## src/rtl/gpr_pkg.sv

```systemverilog
package gpr_pkg;

  typedef enum logic [1:0] {
    PM_NONE    = 2'd0,
    PM_POSTINC = 2'd1,
    PM_PREDEC  = 2'd2,
    PM_HOLD    = 2'd3
  } ptrMode_e;

  // strobes from control to datapath
  typedef struct packed {
    logic       aluWe;
    logic       dsWe;
    logic       dsHit;
    logic       ptrWe;
    logic [1:0] ptrIdx;
  } gprStrobe_t;

endpackage

```

## src/rtl/gpr_ctrl.sv

```systemverilog
module gpr_ctrl
  import gpr_pkg::*;
#(
  parameter int DATA_W   = 8,
  parameter int NUM_REGS = 32,
  parameter int NUM_PTRS = 3,
  parameter int DS_AW    = 8
) (
  input  logic                             wrEn,
  input  logic                             dsWrEn,
  input  logic [DS_AW-1:0]                 dsAddr,
  input  logic [1:0]                       ptrSel,
  input  logic [1:0]                       ptrMode,
  input  logic [NUM_PTRS-1:0][2*DATA_W-1:0] ptrWords,
  output gprStrobe_t                       strobes,
  output logic [2*DATA_W-1:0]              ptrNext,
  output logic [2*DATA_W-1:0]              ptrAddr
);
  localparam int PTR_W = 2 * DATA_W;

  logic             ptrValid;
  logic [PTR_W-1:0] curPtr;
  logic [PTR_W-1:0] incPtr;
  logic [PTR_W-1:0] decPtr;
  logic             dsHit;

  assign dsHit    = (32'(dsAddr) < NUM_REGS);
  assign ptrValid = (32'(ptrSel) < NUM_PTRS);
  assign curPtr   = ptrValid ? ptrWords[ptrSel] : '0;
  assign incPtr   = curPtr + PTR_W'(1);
  assign decPtr   = curPtr - PTR_W'(1);

  always_comb begin
    strobes.aluWe  = wrEn;
    strobes.dsWe   = dsWrEn && dsHit;
    strobes.dsHit  = dsHit;
    strobes.ptrIdx = ptrSel;
    strobes.ptrWe  = 1'b0;
    ptrNext        = curPtr;
    ptrAddr        = curPtr;
    unique case (ptrMode_e'(ptrMode))
      PM_POSTINC: begin
        ptrNext       = incPtr;
        strobes.ptrWe = ptrValid;
      end
      PM_PREDEC: begin
        ptrNext       = decPtr;
        ptrAddr       = ptrValid ? decPtr : '0;
        strobes.ptrWe = ptrValid;
      end
      default: ;
    endcase
  end

endmodule

```

## src/rtl/gpr_data.sv

```systemverilog
module gpr_data
  import gpr_pkg::*;
#(
  parameter int DATA_W   = 8,
  parameter int NUM_REGS = 32,
  parameter int PTR_BASE = 26,
  parameter int NUM_PTRS = 3,
  parameter int IDX_W    = $clog2(NUM_REGS)
) (
  input  logic                              clk,
  input  logic                              rst,
  input  gprStrobe_t                        strobes,
  input  logic [IDX_W-1:0]                  wrAddr,
  input  logic [DATA_W-1:0]                 wrData,
  input  logic [IDX_W-1:0]                  dsIdx,
  input  logic [DATA_W-1:0]                 dsWrData,
  input  logic [2*DATA_W-1:0]               ptrNext,
  input  logic [IDX_W-1:0]                  rdAddrA,
  input  logic [IDX_W-1:0]                  rdAddrB,
  output logic [DATA_W-1:0]                 rdDataA,
  output logic [DATA_W-1:0]                 rdDataB,
  output logic [DATA_W-1:0]                 dsRdData,
  output logic [NUM_PTRS-1:0][2*DATA_W-1:0] ptrWords
);
  logic [DATA_W-1:0] regs [NUM_REGS];

  for (genvar i = 0; i < NUM_REGS; i++) begin : g_reg
    logic              ptrHit;
    logic [DATA_W-1:0] ptrByte;
    if (i >= PTR_BASE && i < PTR_BASE + 2 * NUM_PTRS) begin : g_pair
      localparam int SLOT = (i - PTR_BASE) / 2;
      assign ptrHit  = strobes.ptrWe && (strobes.ptrIdx == 2'(SLOT));
      assign ptrByte = ((i - PTR_BASE) % 2 == 0) ? ptrNext[DATA_W-1:0]
                                                 : ptrNext[2*DATA_W-1:DATA_W];
    end else begin : g_plain
      assign ptrHit  = 1'b0;
      assign ptrByte = '0;
    end

    // pointer beats ALU, ALU beats data space
    always_ff @(posedge clk) begin
      if (rst)
        regs[i] <= '0;
      else if (ptrHit)
        regs[i] <= ptrByte;
      else if (strobes.aluWe && wrAddr == IDX_W'(i))
        regs[i] <= wrData;
      else if (strobes.dsWe && dsIdx == IDX_W'(i))
        regs[i] <= dsWrData;
    end
  end

  for (genvar p = 0; p < NUM_PTRS; p++) begin : g_ptr
    assign ptrWords[p] = {regs[PTR_BASE + 2*p + 1], regs[PTR_BASE + 2*p]};
  end

  assign rdDataA  = regs[rdAddrA];
  assign rdDataB  = regs[rdAddrB];
  assign dsRdData = strobes.dsHit ? regs[dsIdx] : '0;

endmodule

```

## src/rtl/gpr_file.sv

```systemverilog
module gpr_file
  import gpr_pkg::*;
#(
  parameter int DATA_W   = 8,
  parameter int NUM_REGS = 32,
  parameter int PTR_BASE = 26,
  parameter int NUM_PTRS = 3,
  parameter int DS_AW    = 8,
  parameter int IDX_W    = $clog2(NUM_REGS),
  parameter int PTR_W    = 2 * DATA_W
) (
  input  logic              clk,
  input  logic              rst,
  input  logic [IDX_W-1:0]  rdAddrA,
  output logic [DATA_W-1:0] rdDataA,
  input  logic [IDX_W-1:0]  rdAddrB,
  output logic [DATA_W-1:0] rdDataB,
  input  logic              wrEn,
  input  logic [IDX_W-1:0]  wrAddr,
  input  logic [DATA_W-1:0] wrData,
  input  logic [1:0]        ptrSel,
  input  logic [1:0]        ptrMode,
  output logic [PTR_W-1:0]  ptrAddr,
  output logic [PTR_W-1:0]  zPtr,
  input  logic [DS_AW-1:0]  dsAddr,
  input  logic              dsWrEn,
  input  logic [DATA_W-1:0] dsWrData,
  output logic [DATA_W-1:0] dsRdData
);
  gprStrobe_t                     strobes;
  logic [PTR_W-1:0]               ptrNext;
  logic [NUM_PTRS-1:0][PTR_W-1:0] ptrWords;

  gpr_ctrl #(
    .DATA_W(DATA_W), .NUM_REGS(NUM_REGS), .NUM_PTRS(NUM_PTRS), .DS_AW(DS_AW)
  ) u_ctrl (
    .wrEn(wrEn), .dsWrEn(dsWrEn), .dsAddr(dsAddr), .ptrSel(ptrSel),
    .ptrMode(ptrMode), .ptrWords(ptrWords), .strobes(strobes),
    .ptrNext(ptrNext), .ptrAddr(ptrAddr)
  );

  gpr_data #(
    .DATA_W(DATA_W), .NUM_REGS(NUM_REGS), .PTR_BASE(PTR_BASE),
    .NUM_PTRS(NUM_PTRS), .IDX_W(IDX_W)
  ) u_data (
    .clk(clk), .rst(rst), .strobes(strobes), .wrAddr(wrAddr), .wrData(wrData),
    .dsIdx(dsAddr[IDX_W-1:0]), .dsWrData(dsWrData), .ptrNext(ptrNext),
    .rdAddrA(rdAddrA), .rdAddrB(rdAddrB), .rdDataA(rdDataA),
    .rdDataB(rdDataB), .dsRdData(dsRdData), .ptrWords(ptrWords)
  );

  assign zPtr = ptrWords[NUM_PTRS-1];

endmodule

```

## config.mk

```make
export PLATFORM = sky130hd
export DESIGN_NAME = gpr_file
export DESIGN_NICKNAME = d
export VERILOG_FILES = /design/src/rtl/gpr_pkg.sv /design/src/rtl/gpr_ctrl.sv /design/src/rtl/gpr_data.sv /design/src/rtl/gpr_file.sv
export SDC_FILE = /design/constraint.sdc
export NUM_CORES = 1
export LEC_CHECK = 0
export BUFFER_PORTS_ARGS = -buffer_cell sky130_fd_sc_hd__buf_2
export CAP_MARGIN = 20
export CORE_ASPECT_RATIO = 1.1
export CORE_UTILIZATION = 55
export DETAILED_ROUTE_END_ITERATION = 16
export PLACE_DENSITY = 0.76
export SYNTH_ARGS = -nofsm -noshare
export SYNTH_HDL_FRONTEND = slang
export SYNTH_SLANG_ARGS = --single-unit
export TNS_END_PERCENT = 10
```

## constraint.sdc

```tcl
create_clock -name clk -period 5.7 [get_ports clk]
set_input_delay 1.425 -clock clk [delete_from_list [all_inputs] [get_ports clk]]
set_output_delay 1.425 -clock clk [all_outputs]
set_load 0.01 [all_outputs]
```

# Yosys cells after proc, flatten, opt, wreduce, memory -nomap -nowiden
# Memory sizes are Yosys's and may differ from the RTL's.
# Cells that the tools add are included.
# op_classes
order_cmp	3
reduce_logical	72
muxes	325
n_eq_ne	66
add_sub_neg	2
n_bitwise	70
# ops
operator	count
2-to-1 mux 8 bit	71
2-to-1 mux 1 bit	248
equality test 5 bit (second input constant)	32
equality test 5 x 4 -> 1 bit (second input constant)	16
bitwise OR 1 bit	70
logical AND 1 bit	68
2-to-1 mux 16 bit	4
equality test 5 x 3 -> 1 bit (second input constant)	8
binary-select mux 16 bit (select 2 bit)	1
one-hot mux 16 bit (2 select lines)	1
equality test 5 x 2 -> 1 bit (second input constant)	4
adder 16 x 1 -> 16 bit (second input constant)	1
subtractor 16 x 1 -> 16 bit (second input constant)	1
equality test 5 x 1 -> 1 bit (second input constant)	2
zero test 5 bit	2
less-than comparator 8 x 6 -> 1 bit (second input constant)	1
equality test 2 x 1 -> 1 bit (second input constant)	2
equality test 2 bit (second input constant)	2
less-than comparator 2 x 3 -> 1 bit (second input constant)	1
zero test 2 bit	1
less-than comparator 2 bit (second input constant)	1
OR reduction 2 bit	1
# word_totals
word_cells	539
ramBits	256
register_bits	0
out_inout_bits	56
input_bits	47
mem_count	1
# mem_list
memory	depth	word_bits	read_ports	rd_ports_with_merged_regs	wr	line_no	rtl
u_data.regs	32	8	9	0	32	gpr_data.sv:25	logic [DATA_W-1:0] regs [NUM_REGS];

# Longest topological paths before layout
# Gate-level depths: netlist of run 1.
# depth
word_depth	10
depth_mapped	13
ltp_nobuf	11

# Hierarchy
# A second synthesis of run 1 with hierarchy kept.
# unflattened
cells_unflattened	1520
hier_area_um2	19811.5
# by_module_without_submodules
module	seq_area_each_um2	cells_per_inst	instances	area_per_inst_um2
gpr_data	7687.4	1250	1	17899.7
gpr_ctrl	0.0	270	1	1911.8

# Worst setup path after synthesis of run 1
# Ideal clock, no wire load.
# synth_path
kind	in2out
from	input ptrSel[0]
to	output ptrAddr[12]
path_stages	11
n_path_buf	2
t_required_ns	4.275
t_arrival_ns	3.625
slack_ns	0.650
cell_sequence	buf_6 > mux2i_2 > a2bb2oi_4 > ha_1 > o211ai_1 > or4_1 > buf_6 > nor3_1 > nand3_1 > o21a_1 > o22ai_1
# synth_via
elab_chain_len	6
elab_cells_between_ends	7
cone_classes	add/sub (1); order compare (1); mux (5)
# synth_lines
item	line_no	rtl
from (decl)	gpr_file.sv:21	input logic [1:0] ptrSel,
binary-select mux 16 bit (select 2 bit)	gpr_ctrl.sv:29	assign curPtr = ptrValid ? ptrWords[ptrSel] : '0;
2-to-1 mux 16 bit (not written as such)	gpr_ctrl.sv:29	
2-to-1 mux 16 bit	gpr_ctrl.sv:29	
subtractor 16 x 1 -> 16 bit	gpr_ctrl.sv:31	assign decPtr = curPtr - PTR_W'(1);
2-to-1 mux 16 bit	gpr_ctrl.sv:48	ptrAddr = ptrValid ? decPtr : '0;
2-to-1 mux 16 bit *	gpr_ctrl.sv:41	unique case (ptrMode_e'(ptrMode))
to (decl)	gpr_file.sv:23	output logic [PTR_W-1:0] ptrAddr,
# Mark *: on every way between the ends. The rest lies on a longest branch, timed or not. The select of a mux whose other input is x is not followed.

# Worst setup path in the final report of run 1
# layout_path
from	input ptrSel[0]
to	output ptrAddr[15]
# The elaborated chain is that of the path after synthesis.

==> results.md, run 1 <==
- Critical path's top delay family: simple AND/OR/NAND/NOR gates
- Hold path start: u_data.regs[30][0]$_DFFE_PP_
- RePlAce Congestion: around 1.0
- Fmax: 0.180 GHz
- Tightest Pin Transition: about 1.2 ns
- Top cell type's share of synthesized area: between 30% and 40%
- DRC Markers: 0
- Postcts setup bufs: 0
- Worst hold path endpoint: u_data.regs[26][0]$_DFFE_PP_
- Fill count: about 2700
- Setup-failing EPs final: 0
- CP arrival: 4.13 ns
- Rel. slew slack: around 19%
- Highest layer used for signal routing: met4
- Biggest register: u_data.regs
- Metal3 WL: between 10000 and 15000 microns
- I/O Pins: between 100 and 150
- Flop pwr share: a little over two fifths
- Met1 wire length: approximately 22000 microns
- Number of enable flip-flop cells after synthesis: ~260
- Multi-input gate area in the final layout: ~11000 sq um
- Clock Skew: roughly 0.0093 ns
- Initial Util: a little under three fifths
- Reg2Reg Launch Point: u_data.regs[26][1]$_DFFE_PP_
- Hold slack: a little over 1 ns
- Syn_nets: ~1500
- Worst-path cell with the longest stage delay: mux2i_1
- Max Cap Viol: 0
- Total CTS buffers: 28
- RSZ-0062 raised after global routing: no
- H-tree depth: 1
- Top_reg_cell synth: edfxtp_1
- Largest area contributor in the netlist: edfxtp_1
- Comb pwr share: a little over a fifth
- Largest net degree at the start of global routing: between 40 and 50
- Port Buffers: between 100 and 150
- Initial antenna violation count: 2
- Syn Std Cell Area: a little under 20000 sq um
- Async SR Flop Fraction: 0%
- First-pass GRT wire length: 98500 microns
- P_int: about 3700 uW
- Share of layout cells above drive strength 1: about a third
- Crit-path most repeated cell: buf_2
- Largest regs: u_data.regs (256)
- Die width: roughly 180 microns
- CP startpoint kind: primary input
- WHS Path Cells: 4
- Register area share after synthesis: 38.7%
- Critical Path Fanout Max: 21
- # diodes: 0
- Hold WC Path Type: flip-flop to flip-flop
- Reg clk slew, reported paths: 0.06 ns
- Dpl cells: around 1900
- Congestion Overflow GR: 0
- Root buffer selected by CTS: clkbuf_16
- Most common cell after layout, fill and taps aside: edfxtp_1
- Critical path start-end classification: primary input to output pin
- Max reg flops: 256
- Area Overhead vs Synth: 8.19%
- CTS tree: yes
- Period utilization: 97.4%
- Status: completed
- Final Hold Fails: 0
- Via count: between 15000 and 20000
- Reg2reg end: u_data.regs[27][0]$_DFFE_PP_
- Vias in the first global route: between 10000 and 15000
- Final TNS setup: 0 ns
- Leak Pwr: 0.00732 uW
- CP bufs+invs: 3
- Clock power frac: about a third
- Switching portion of total power: ~30%
- Cell count after synthesis: around 1500
- WL/cell: between 30 and 40 microns
- Non-Filler Instances: about 2000
- Tot GR Track Use: 36.5%
- Yosys warnings: 0
- R2R depth: 10
- Sink Count: 256
- Register area: between 7000 and 8000 sq um
- CP peak stage delay: ~0.43 ns
- Final Max Tran Viols: 0
- Hpwl dp: 47300 microns
- Core Footprint: around 35000 sq um
- Vias per cell: ~8.0
- WL met2: ~30000 microns
- Post-Route WL: between 60000 and 70000 microns
- Syn Area/Cell: around 13 sq um
- Final antenna-violating net count: 0
- CP Cell Sequence: buf_2, buf_4, mux2i_1, o2bb2ai_1, nor2_1, and3_1, nand2_1, or3_1, a21oi_1, buf_2
- Drt pass-1 iters: 6
- Required @ worst endpoint: 4.28 ns
- Skew-Pair Late Insertion Delay: 0.56 ns
- CTS Buffer Depth: 3
- Die ar.: approximately 37000 sq um
- Pwr Density: 248 nW/um^2
- Die height: 201 microns
- Initial DRC count: 2980
- Peak supply drop: between 0.00015 and 0.0002 V
- CP endpoint kind: output pin
- # rows: 72
- Final #Nets: roughly 1500
- Post-layout minimum cycle time: 5.55 ns
- Library cells used by synthesis: 76
- Psw: approximately 1600 uW
- Most frequent cells in the layout: edfxtp_1, mux4_2, a22o_1
- R2r setup slk: about 2.2 ns
- Synth area leaders: edfxtp_1, mux4_2, a22o_1, nor2_1, clkbuf_1
- Yosys reg bits: ~260
## worst max path at each step
stage              start     endpoint  cells after the start  slack (ns)
6_report       ptrSel[0]  ptrAddr[15]                     10        0.15
5_1_grt        ptrSel[0]  ptrAddr[15]                     10        0.07
4_1_cts        ptrSel[0]  ptrAddr[12]                     10        0.17
3_5_place_dp   ptrSel[0]  ptrAddr[12]                     10        0.18
3_3_place_gp   ptrSel[0]  ptrAddr[12]                     10        0.27
2_1_floorplan  ptrSel[0]  ptrAddr[12]                     11        0.65
## synth_stat cells (all sizes together), types with 16 or more instances
library cell,number
edfxtp,256
mux4,240
a22o,220
nor2,121
clkbuf,110
buf,67
nor3,52
nand2,47
o21ai,38
mux2i,33
a21oi,28
a22oi,27
mux2,20
a211o,18
a21o,17
nand2b,16
## layer usage
layer / track usage [%] / vias up
met5: 0 / -
met4: 12.7 / 0
met3: 9.39 / 169
met2: 56.3 / 1493
met1: 50.3 / 7885
li1: - / 6307
## worst min-delay path, cell delays in order, from the launching register on
cell and delay [ns]:
edfxtp_1 0.45, a2bb2oi_4 0.10, inv_2 0.09, a21oi_1 0.12, o21ai_0 0.14
## final cells by class
type | instances | share of cell area, %
sequential | 256 | 35.8
clock buffer | 30 | 3.40
tap | 481 | 2.80
inverter | 10 | 0.175
multi-input combinational | 1046 | 52.6
timing repair buffer | 145 | 4.32
clock inverter | 22 | 0.897
## logic make-up (layout without fill, tap and decap cells)
| family | count (synthesis) | count (layout) | share of synthesized area [%] |
|---|---|---|---|
| multiplexers | 293 | 293 | 30.1 |
| buffers and inverters | 187 | 207 | 4.37 |
| AO/OA/AOI/OAI | 423 | 423 | 17.8 |
| flip-flops | 256 | 256 | 38.7 |
| adder cells (fa/ha/maj) | 4 | 4 | 0.252 |
| XOR/XNOR | 6 | 6 | 0.265 |
| AND/OR/NAND/NOR | 320 | 320 | 8.48 |
## power groups by stage
stage               Clock (uW)  Sequential (uW)  Combinational (uW)
floorplan                    0             2280                 783
global placement             0             2310                1100
detailed placement           0             2330                1120
CTS                       1850             2290                1120
global route              1930             2310                1200
finish                    1870             2300                1170
## through the flow
step	total power (uW)	util (%)	instance area, sq um	worst slack, ns
3_5_place_dp	3450	58.0	20500	0.180
4_1_cts	5270	60.6	21500	0.168
5_1_grt	5430	60.7	21500	0.0672
6_report	5340	60.7	21500	0.148
3_3_place_gp	3410	58.0	20500	0.270
2_1_floorplan	3060	-	19900	0.650
## what timing repair did
item                                    4_1_cts  5_1_grt
hold buffers                                  0        0
gates resized for setup                       0        1
endpoints found under the setup margin        0        1
Power figures use the tool's default switching activity.
==> run 2: changes to the inputs <==
==> constraint.sdc (replaced) <==
create_clock -name clk -period 5.7 [get_ports clk]
set_input_delay 1.14 -clock clk [delete_from_list [all_inputs] [get_ports clk]]
set_output_delay 1.14 -clock clk [all_outputs]
set_load 0.01 [all_outputs]
==> run 2 against run 1 <==
  * Hold slack better by 0.095 ns
  * Routed wire length down 0.40%
  * Global-route usage down 0.48 points
  * Critical endpoint is now ptrAddr[12]
==> results.md, run 2 (synthesis gave the netlist of run 1 again) <==
- Status: completed
- Root buffer selected by CTS: clkbuf_16
- Register area: between 7000 and 8000 sq um
- CTS Buffer Depth: 3
- R2R depth: 10
- CTS tree: yes
- Largest regs: u_data.regs (256)
- Final Hold Fails: 0
- Pwr Density: roughly 250 nW/um^2
- Sink Count: roughly 260
- Via count: around 16000
- Port Buffers: 102
- Critical path start-end classification: primary input to output pin
- Die width: between 150 and 200 microns
- Util after Layout: roughly three fifths
- Final #Nets: ~1500
- Share of layout cells above drive strength 1: 32.7%
- Non-Filler Instances: a little under 2000
- # rows: 72
- Vias per cell: between 8 and 9
- Initial Util: 56.1%
- Final Max Tran Viols: 0
- Hold WC Path Type: flip-flop to flip-flop
- Hold slack: between 1 and 1.5 ns
- Tot GR Track Use: 36.0%
- Congestion Overflow GR: 0
- Post-layout minimum cycle time: 5.10 ns
- Total CTS buffers: 28
- CP endpoint kind: output pin
- Leak Pwr: slightly above 0.007 uW
- Vias in the first global route: around 15000
- Critical Path Fanout Max: 19
- Most frequent cells in the layout: edfxtp_1, mux4_2, a22o_1
- Tightest Pin Transition: 1.21 ns
- DRC Markers: 0
- Postcts setup bufs: 0
- Rel. slew slack: roughly 19%
- CP arrival: 3.96 ns
- Dpl cells: roughly 1900
- Multi-input gate area in the final layout: between 10000 and 15000 sq um
- RSZ-0062 raised after global routing: no
- Initial DRC count: about 2900
- Clock Skew: ~0.010 ns
- Required @ worst endpoint: approximately 4.6 ns
- Final Cell Area: 21400 sq um
- Die ar.: 36900 sq um
- Initial antenna violation count: 1
- Final TNS setup: 0 ns
- Post-Route WL: 66000 microns
- Period utilization: between 80 and 90%
- Skew-Pair Late Insertion Delay: ~0.56 ns
- Hpwl dp: between 40000 and 50000 microns
- CP startpoint kind: primary input
- Fmax: about 0.20 GHz
- Die height: just over 200 microns
- # diodes: 0
- First-pass GRT wire length: 97800 microns
- Core Footprint: between 30000 and 40000 sq um
- Placed Area: ~20000 sq um
- Area Overhead vs Synth: 7.53%
- Fill count: approximately 2700
- Max reg flops: ~260
- H-tree depth: 1
- Post-CTS Hold Buffers: 0
- Final antenna-violating net count: 0
- Peak supply drop: approximately 0.00024 V
- WL/cell: around 33 microns
- Drt pass-1 iters: 8
- Max Cap Viol: 0
- Largest net degree at the start of global routing: 73
- RePlAce Congestion: roughly 1
- Biggest register: u_data.regs
- Most common cell after layout, fill and taps aside: edfxtp_1
- Reg clk slew, reported paths: 0.06 ns
- Setup-failing EPs final: 0
- Post_cts resized: 0
- WHS Path Cells: 3
- I/O Pins: about 100
[run 2: changes by cell type in the layout (fill, tap and decap cells not counted)]
cell	delta
buf_12	-2
buf_2	-1
buf_4	-11
clkbuf_1	+3
clkbuf_4	-1
clkinv_1	-7
clkinv_4	+2
clkinvlp_4	+2
inv_6	-1
or4_1	+1
or4_4	-1
[run 2: through the flow]
| stage | total power (uW) | setup slack [ns] |
|---|---|---|
| finish | 5310 | 0.602 |
| floorplan | 3060 | 1.22 |
| detailed placement | 3440 | 0.627 |
| CTS | 5260 | 0.614 |
| global placement | 3400 | 0.686 |
| global route | 5400 | 0.406 |
[run 2: per-layer routing]
layer | vias up | GRT usage [%] | share of wire, %
met4 | 2 | 13.9 | 4.9
met1 | 7849 | 49.3 | 34
met2 | 1521 | 56.2 | 46
li1 | 6271 | - | -
met3 | 192 | 8.07 | 15
met5 | - | 0 | 0.027
[run 2: where the power goes]
part           switching (uW)  total, uW  internal [uW]
registers                 114       2300           2190
logic                     659       1150            489
clock network             796       1860           1070
[run 2: worst max-delay path, cell delays in order]
cell       delay (ns)
buf_2            0.26
buf_4            0.35
mux2i_1          0.30
o2bb2ai_1        0.11
buf_4            0.19
or4_1            0.73
nor3_1           0.36
nand3_1          0.12
o21a_1           0.12
o22ai_1          0.11
buf_2            0.15
[run 2: path summary, 6_finish.rpt]
| kind | slack (ns) | start | to |
|---|---|---|---|
| worst max-delay path | 0.60 | ptrSel[0] | ptrAddr[12] |
| worst max register to register | 2.08 | u_data.regs[26][1]$_DFFE_PP_ | u_data.regs[27][0]$_DFFE_PP_ |
| worst min-delay path | 1.12 | u_data.regs[30][1]$_DFFE_PP_ | u_data.regs[26][1]$_DFFE_PP_ |
| worst min register to register | 1.12 | u_data.regs[30][1]$_DFFE_PP_ | u_data.regs[26][1]$_DFFE_PP_ |
[run 2: layout make-up]
cell class / instances / share of cell area (%)
Multi-Input combinational cell: 1046 / 52.9
Inverter: 10 / 0.176
Clock buffer: 33 / 3.47
Clock inverter: 18 / 0.891
Sequential cell: 256 / 36.0
Tap cell: 481 / 2.82
Timing Repair Buffer: 130 / 3.72
==> run 3: changes to the inputs <==
--- a/config.mk
+++ b/config.mk
@@ -10,6 +10,7 @@
 export CORE_ASPECT_RATIO = 1.1
 export CORE_UTILIZATION = 55
 export DETAILED_ROUTE_END_ITERATION = 16
+export MAX_ROUTING_LAYER = met4
 export PLACE_DENSITY = 0.76
 export SYNTH_ARGS = -nofsm -noshare
 export SYNTH_HDL_FRONTEND = slang
==> run 3 against run 2 <==
  * Power is 2.8% lower
  * Largest cell class unchanged
  * Critical endpoint unchanged
  * Sequential power about the same
  * Sequential cell count unchanged
  * Critical path depth stayed put
  * Register-to-register slack better by 0.12 ns
  * Design area fell by 0.39%
  * First-iteration DRC count shrank 2.2%
  * Routed wire length fell by 1.2%
  * Via count shrank 0.66%
==> results.md, run 3 (synthesis gave the netlist of run 1 again) <==
- Core Footprint: 35400 sq um
- Required @ worst endpoint: about 4.6 ns
- Reg clk slew, reported paths: 0.06 ns
- Max reg flops: around 260
- Tightest Pin Transition: around 1.2 ns
- Vias per cell: approximately 8
- Share of layout cells above drive strength 1: between 30% and 40%
- Hold slack: 1.08 ns
- Final #Nets: 1526
- CP Cell Sequence: buf_2, buf_4, mux2i_1, o2bb2ai_1, buf_4, or4_1, nor3_1, nand3_1, o21a_1, o22ai_1, buf_2
- Status: completed
- Skew-Pair Late Insertion Delay: 0.57 ns
- Post-layout minimum cycle time: approximately 5.1 ns
- Peak supply drop: between 0.0002 and 0.00025 V
- Biggest register: u_data.regs
- Port Buffers: slightly above 100
- Sink Count: 256
- Hpwl dp: approximately 46000 microns
- RSZ-0062 raised after global routing: no
- RePlAce Congestion: roughly 1.1
- Die height: ~200 microns
- Critical path start-end classification: primary input to output pin
- Postcts setup bufs: 0
- First-pass GRT wire length: roughly 96000 microns
- Most frequent cells in the layout: edfxtp_1, mux4_2, a22o_1
- Critical Path Fanout Max: 19
- Clock Skew: 0.0196 ns
- I/O Pins: 103
- CP peak stage delay: 0.74 ns
- Pwr Density: between 200 and 250 nW/um^2
- Initial antenna violation count: 2
- Util after Layout: between 60% and 70%
- Final TNS setup: 0 ns
- Hold WC Path Type: flip-flop to flip-flop
- Dpl cells: 1923
- Setup-failing EPs final: 0
- CP arrival: about 4.0 ns
- CP endpoint kind: output pin
- Most common cell after layout, fill and taps aside: edfxtp_1
- Post_cts resized: 0
- DRC Markers: 0
- Rel. slew slack: 22.5%
- Die width: about 180 microns
- Vias in the first global route: ~15000
- Congestion Overflow GR: 0
- H-tree depth: 1
- Post-Route WL: approximately 65000 microns
- WL/cell: around 33 microns
- Non-Filler Instances: roughly 2000
- Initial DRC count: around 2800
- Final Max Tran Viols: 0
- # rows: between 70 and 80
- Final antenna-violating net count: 0
- Drt pass-1 iters: 6
- CP bufs+invs: 4
- Period utilization: 89.6%
- Largest net degree at the start of global routing: 73
- Post-CTS Hold Buffers: 0
- Final Hold Fails: 0
- Tot GR Track Use: between 30% and 40%
- Total CTS buffers: 28
- CP startpoint kind: primary input
- Via count: ~16000
- Leak Pwr: around 0.007 uW
- Worst-path cell with the longest stage delay: or4_1
- Max Cap Viol: 0
- Root buffer selected by CTS: clkbuf_16
- Fmax: 0.196 GHz
- Initial Util: 56.1%
- Largest regs: u_data.regs (256)
- Area Overhead vs Synth: 7.11%
- Critical path's top delay family: simple AND/OR/NAND/NOR gates
- Die ar.: about 37000 sq um
- CTS tree: yes
- CTS Buffer Depth: 3
[run 3: changes by cell type in the layout (fill, tap and decap cells not counted), sizes merged]
cell      previous run  this run
inv                 10         9
buf                129       131
diode                0         2
clkbuf              34        42
bufinv               3         1
clkinv               9         8
clkinvlp             6         0
[run 3: final timing paths]
| check | slack, ns | to | start | cells after the start |
|---|---|---|---|---|
| max | 0.59 | ptrAddr[12] | ptrSel[0] | 11 |
| min reg2reg | 1.08 | u_data.regs[26][0]$_DFFE_PP_ | u_data.regs[30][0]$_DFFE_PP_ | 4 |
| max reg2reg | 2.20 | u_data.regs[27][0]$_DFFE_PP_ | u_data.regs[28][1]$_DFFE_PP_ | 10 |
| min | 1.08 | u_data.regs[26][0]$_DFFE_PP_ | u_data.regs[30][0]$_DFFE_PP_ | 4 |
[run 3: area by class of cell]
type	instances	area, sq um
antenna	2	5.00
clock buffer	40	767
clock inverter	8	58.8
fill	2643	14100
inverter	10	37.5
multi-input combinational	1046	11300
sequential	256	7690
tap	481	602
timing repair buffer	133	811
[run 3: layer usage]
layer | GRT usage [%] | wire length [microns] | up-vias
met5 | - | 0 | -
met2 | 55.4 | 30100 | 1469
met3 | 9.39 | 10200 | 201
met1 | 48.1 | 21900 | 7786
met4 | 12.7 | 2890 | 0
li1 | - | - | 6275
[run 3: report_power, final]
part	switching [uW]	internal, uW
clock	754	968
combinational	655	489
sequential	112	2190
total	1520	3640
[run 3: stage by stage]
| step | instance area [sq um] | setup WS [ns] | power [uW] |
|---|---|---|---|
| global route | 21300 | 0.428 | 5260 |
| finish | 21300 | 0.591 | 5170 |
| global placement | 20400 | 0.663 | 3400 |
| CTS | 21200 | 0.626 | 5100 |
| floorplan | 19900 | 1.22 | 3060 |
| detailed placement | 20400 | 0.628 | 3430 |
[run 3: worst reg2reg max path: cells and delay by family (launching register included)]
kind / cells / cell delay (ns)
compound gates: 5 / 1.53
fa+ha+maj: 1 / 0.29
buf+inv: 1 / 0.06
flops: 1 / 0.46
mux: 1 / 0.11
simple gates: 2 / 0.81
